--- src/rtl/unstick_pkg.sv ---
package unstick_pkg;
    typedef enum logic [2:0] {
        ST_IDLE,
        ST_SEIZE,
        ST_PROBE,
        ST_HOLD_HI,
        ST_HOLD_LO,
        ST_FINISH
    } rec_state_e;
endpackage

--- src/rtl/unstick_sync.sv ---
module unstick_sync #(
    parameter int STAGES = 2
) (
    input  logic clk,
    input  logic rst_n,
    input  logic d_i,
    output logic q_o
);
    logic [STAGES-1:0] chain;

    generate
        if (STAGES == 1) begin : g_single
            always_ff @(posedge clk or negedge rst_n) begin
                if (!rst_n) chain <= '1;
                else        chain <= d_i;
            end
        end else begin : g_multi
            always_ff @(posedge clk or negedge rst_n) begin
                if (!rst_n) chain <= '1;
                else        chain <= {chain[STAGES-2:0], d_i};
            end
        end
    endgenerate

    assign q_o = chain[STAGES-1];
endmodule

--- src/rtl/unstick_timer.sv ---
module unstick_timer #(
    parameter int LEN = 500
) (
    input  logic clk,
    input  logic rst_n,
    input  logic load_i,
    output logic zero_o
);
    localparam int W = (LEN < 2) ? 1 : $clog2(LEN);
    logic [W-1:0] cnt;

    always_ff @(posedge clk or negedge rst_n) begin
        if (!rst_n)           cnt <= '0;
        else if (load_i)      cnt <= W'(LEN - 1);
        else if (cnt != '0)   cnt <= cnt - 1'b1;
    end

    assign zero_o = (cnt == '0);
endmodule

--- src/rtl/unstick_pulse_cnt.sv ---
module unstick_pulse_cnt #(
    parameter int LIMIT = 100,
    localparam int W = $clog2(LIMIT + 1)
) (
    input  logic         clk,
    input  logic         rst_n,
    input  logic         clr_i,
    input  logic         inc_i,
    output logic [W-1:0] count_o
);
    always_ff @(posedge clk or negedge rst_n) begin
        if (!rst_n)     count_o <= '0;
        else if (clr_i) count_o <= '0;
        else if (inc_i) count_o <= count_o + 1'b1;
    end
endmodule

--- src/rtl/i2c_bus_unstick.sv ---
module i2c_bus_unstick
    import unstick_pkg::*;
#(
    parameter int HALF_CYC    = 500,
    parameter int MAX_PULSES  = 100,
    parameter int SYNC_STAGES = 2,
    localparam int CNT_W      = $clog2(MAX_PULSES + 1)
) (
    input  logic clk,
    input  logic rst_n,
    input  logic start_req_i,
    input  logic sda_pin_i,
    output logic scl_out_o,
    output logic scl_oe_o,
    output logic pin_gpio_sel_o,
    output logic done_o,
    output logic freed_o
);
    rec_state_e       state, state_nx;
    logic             sda_s;
    logic             tmr_zero;
    logic             tmr_load;
    logic             pulse_inc;
    logic [CNT_W-1:0] pulse_cnt;
    logic             at_limit;

    unstick_sync #(.STAGES(SYNC_STAGES)) u_sync (
        .clk(clk), .rst_n(rst_n), .d_i(sda_pin_i), .q_o(sda_s)
    );

    unstick_timer #(.LEN(HALF_CYC)) u_timer (
        .clk(clk), .rst_n(rst_n), .load_i(tmr_load), .zero_o(tmr_zero)
    );

    unstick_pulse_cnt #(.LIMIT(MAX_PULSES)) u_pcnt (
        .clk(clk), .rst_n(rst_n), .clr_i(state == ST_SEIZE),
        .inc_i(pulse_inc), .count_o(pulse_cnt)
    );

    assign at_limit  = (pulse_cnt == CNT_W'(MAX_PULSES));
    assign pulse_inc = (state == ST_HOLD_LO) && tmr_zero;
    assign tmr_load  = ((state == ST_PROBE) && !sda_s && !at_limit) ||
                       ((state == ST_HOLD_HI) && tmr_zero);

    // state register
    always_ff @(posedge clk or negedge rst_n) begin
        if (!rst_n) state <= ST_IDLE;
        else        state <= state_nx;
    end

    // next state
    always_comb begin
        state_nx = state;
        unique case (state)
            ST_IDLE:    if (start_req_i) state_nx = ST_SEIZE;
            ST_SEIZE:   state_nx = ST_PROBE;
            ST_PROBE:   if (sda_s || at_limit) state_nx = ST_FINISH;
                        else                   state_nx = ST_HOLD_HI;
            ST_HOLD_HI: if (tmr_zero) state_nx = ST_HOLD_LO;
            ST_HOLD_LO: if (tmr_zero) state_nx = ST_PROBE;
            ST_FINISH:  state_nx = ST_IDLE;
            default:    state_nx = ST_IDLE;
        endcase
    end

    // outputs
    always_comb begin
        pin_gpio_sel_o = 1'b0;
        scl_oe_o       = 1'b0;
        scl_out_o      = 1'b1;
        done_o         = 1'b0;
        unique case (state)
            ST_IDLE:    ;
            ST_SEIZE,
            ST_PROBE,
            ST_HOLD_HI: begin
                pin_gpio_sel_o = 1'b1;
                scl_oe_o       = 1'b1;
            end
            ST_HOLD_LO: begin
                pin_gpio_sel_o = 1'b1;
                scl_oe_o       = 1'b1;
                scl_out_o      = 1'b0;
            end
            ST_FINISH:  done_o = 1'b1;
            default:    ;
        endcase
    end

    // result flag
    always_ff @(posedge clk or negedge rst_n) begin
        if (!rst_n)                                    freed_o <= 1'b0;
        else if (state == ST_SEIZE)                    freed_o <= 1'b0;
        else if ((state == ST_PROBE) && (sda_s || at_limit)) freed_o <= sda_s;
    end
endmodule

--- config.mk ---
export PLATFORM = sky130hd
export DESIGN_NAME = i2c_bus_unstick
export DESIGN_NICKNAME = d
export VERILOG_FILES = /design/src/rtl/unstick_pkg.sv /design/src/rtl/unstick_sync.sv /design/src/rtl/unstick_timer.sv /design/src/rtl/unstick_pulse_cnt.sv /design/src/rtl/i2c_bus_unstick.sv
export SDC_FILE = /design/constraint.sdc
export NUM_CORES = 1
export LEC_CHECK = 0
export ABC_AREA = 1
export BUFFER_PORTS_ARGS = -buffer_cell sky130_fd_sc_hd__buf_2
export CORE_MARGIN = 2
export CORE_UTILIZATION = 40
export DETAILED_ROUTE_END_ITERATION = 10
export GPL_ROUTABILITY_DRIVEN = 0
export PLACE_DENSITY = 0.67
export SLEW_MARGIN = 20
export SYNTH_ARGS = -nofsm -noshare
export SYNTH_HDL_FRONTEND = slang
export SYNTH_SLANG_ARGS = --single-unit
export TNS_END_PERCENT = 5
--- constraint.sdc ---
create_clock -name clk -period 1.75 [get_ports clk]
set_input_delay 0.175 -clock clk [delete_from_list [all_inputs] [get_ports clk]]
set_output_delay 0.175 -clock clk [all_outputs]
set_load 0.02 [all_outputs]
==> flow_summary.ini <==
[status]
outcome = finished clean

[yosys]
synth_area_per_cell_um2 = 7.70
synth.distinct_cells = 28
synthTopCellsByCount = nand2_1, inv_1, nand3_1
yosys_register_bits = 22
yosys_most_used_dff = dfrtp_1
yosysMostFrequentCell = nand2_1
yosysSeqAreaShare_pct = 41.0
synthTopCellsByArea = dfrtp_1, nand2_1, nand3_1, inv_1, nor2_1
yosys.area.top_type = dfrtp_1
synthCells = 175
synth_edf_count = 0
synth-async-reset-ratio_pct = 100
synth_top_area_share_pct = 37.1
yosys_warnings = 0
synth_area_um2 = 1350
synth_nets = 182

[sta]
tightest_slew_ns = 0.491
period_minus_slack_ns = 1.62
hold_slack_ns = 0.122
fin_ws_ns = 0.133
relSlewSlack_pct = 67.3
final-setup-viol-count = 0
hold_viol_final = 0
finalSetupTns_ns = 0
fin_crit_sh_pct = 92.4
timing.fmax_mhz = 618
skew_ns = 0.0186
slew_violations = 0
rsz0062_at_grt = no

[routing]
avgViaCountPerCell = 4.56
drcViolationCount = 0
ant_nets = 0
first_pass_iters = 4
wl_per_cell_um = 10.5
drt_iter0_markers = 58
drt_wl_total_mm = 2.47
vias = 1066

[layout]
seqCellArea_um2 = 553
n_antenna_cell = 0
final_net_count = 196
multi_input_area_um2 = 668
areaGrowthSynthToFinish_pct = 10.3
fin_util_pct = 45.3
fillers = 333
drive_gt1_share_pct = 17.6

[critical_path]
endpoint_kind = primary output
crit_chain = inv_1 > nand2_1 > nor2_2 > nand3b_1 > buf_2
criticalPathCategory = reg2out
crit_start = state[0]
r2r_start = u_timer.cnt[0]
path_max_fanout = 4
slowest_delay_ns = 0.46
cp-start-kind = flop
critPathRequiredTime_ns = 1.57
cp_slowest_cell = dfrtp_1
crit_arrival_ns = 1.44

[clock_network]
clk_latency_ns = 0.31
cts_buffer_depth = 2
path_clk_slew_ns = 0.13
cts_root_buf = clkbuf_4
cts_max_level = 1
cts_tree = yes
clock-sinks = 22
cts_made_buffers = 3

[global_routing]
grt_max_degree = 23
grt_pass1_wl_mm = 4.24
grt_usage_pct = 14.8
antenna_found_initial = 0
overflow = 0
grt_pass1_vias = 1000

[placement]
dpl_worst_slack_ns = 0.272
portBuffers = 8
dpl.hpwl_mm = 1.90

[pwr]
ir_drop_mv = 0.328
p_per_area_nw_per_um2 = 1290
leakagePower_nw = 0.834

[die]
die-area_um2 = 3850
die_h_um = 62.0
num_rows = 21
coreArea_um2 = 3280
start_util_pct = 41.0
io_pins = 9
die_w_um = 62.0

[min_path]
min_path_type = in2reg
worstHoldStart = start_req_i

[job]
maxCapViolations = 0
cells in the final DEF (no fill, tap or decap), types with 2 or more instances in the layout:
master	synthesis	routed
inv_2	3	4
buf_4	2	2
nor2_1	19	19
clkbuf_4	0	3
nand2_4	3	3
o21ai_0	3	3
dfstp_2	2	2
dfrtp_1	20	20
xor2_1	5	5
nand3_2	2	2
nand2_1	47	47
nor3_1	2	2
ha_1	3	3
buf_2	1	8
nand3_1	23	23
dlygate4sd3_1	0	2
nand4_1	3	3
inv_1	24	23
o21ai_2	2	2
critical path: cells and delay by family (launching register included):
kind / cells / cell delay [ns]
AND/OR/NAND/NOR: 3 / 0.40
flip-flops: 1 / 0.46
buffers and inverters: 2 / 0.28
cell type report:
class | instances | area share [%]
inverters | 28 | 7.15
well taps | 46 | 3.87
flip-flops and latches | 22 | 37.2
repair buffers | 12 | 5.05
multi-input cells | 122 | 44.9
clock buffers | 4 | 1.77
flip-flops by register name, summed over array words and instances (netlist names):
register        count
freed_o             1
state               3
u_pcnt.count_o      7
u_sync.chain        2
u_timer.cnt         9
path summary, 6_finish.rpt:
kind | to | slack (ns) | depth (start not counted)
worst min register to register | u_sync.chain[1] | 0.36 | 0
max in group asynchronous | u_sync.chain[0] | 1.04 | 2
worst min-delay path | state[0] | 0.12 | 3
worst max-delay path | pin_gpio_sel_o | 0.13 | 5
worst max register to register | u_timer.cnt[5] | 0.28 | 8
min in group asynchronous | state[2] | 0.34 | 2
metal layers:
metal	track usage, %	up-vias	wire (um)
met5	0	-	0
met2	24.6	9	1130
met1	19.9	479	1280
met3	1.24	2	33
met4	5.47	0	25
li1	-	576	-
kinds of logic (layout without fill, tap and decap cells):
kind of cell	Yosys count	after routing	synth area share, %
and+or+nand+nor	106	106	39.4
adders and majority gates	3	3	2.79
buffers and inverters	31	44	9.38
AOI/OAI and AO/OA	8	8	4.18
xor gates and xnor gates	5	5	3.25
DFF	22	22	41.0
stage by stage:
step           std cells  power (mW)  instance area, um2
2_1_floorplan        175        1.50                1350
3_3_place_gp         227        1.66                1430
3_5_place_dp         227        1.68                1430
6_report             234        1.92                1490
5_1_grt              234        2.11                1490
4_1_cts              233        1.93                1480
where the power goes:
part           switching, mW  total, mW  internal, mW
logic                  0.573      0.892         0.319
registers              0.138      0.785         0.646
clock network          0.153      0.242        0.0888
what timing repair did:
item / in CTS / in global routing
resized for setup: 0 / 1
hold buffers: 2 / 0
setup buffers: 0 / 1
endpoints found under the setup margin: 0 / 2
hold endpoints to repair: 21 / 0
No activity file was read; power rests on OpenSTA's default activity.
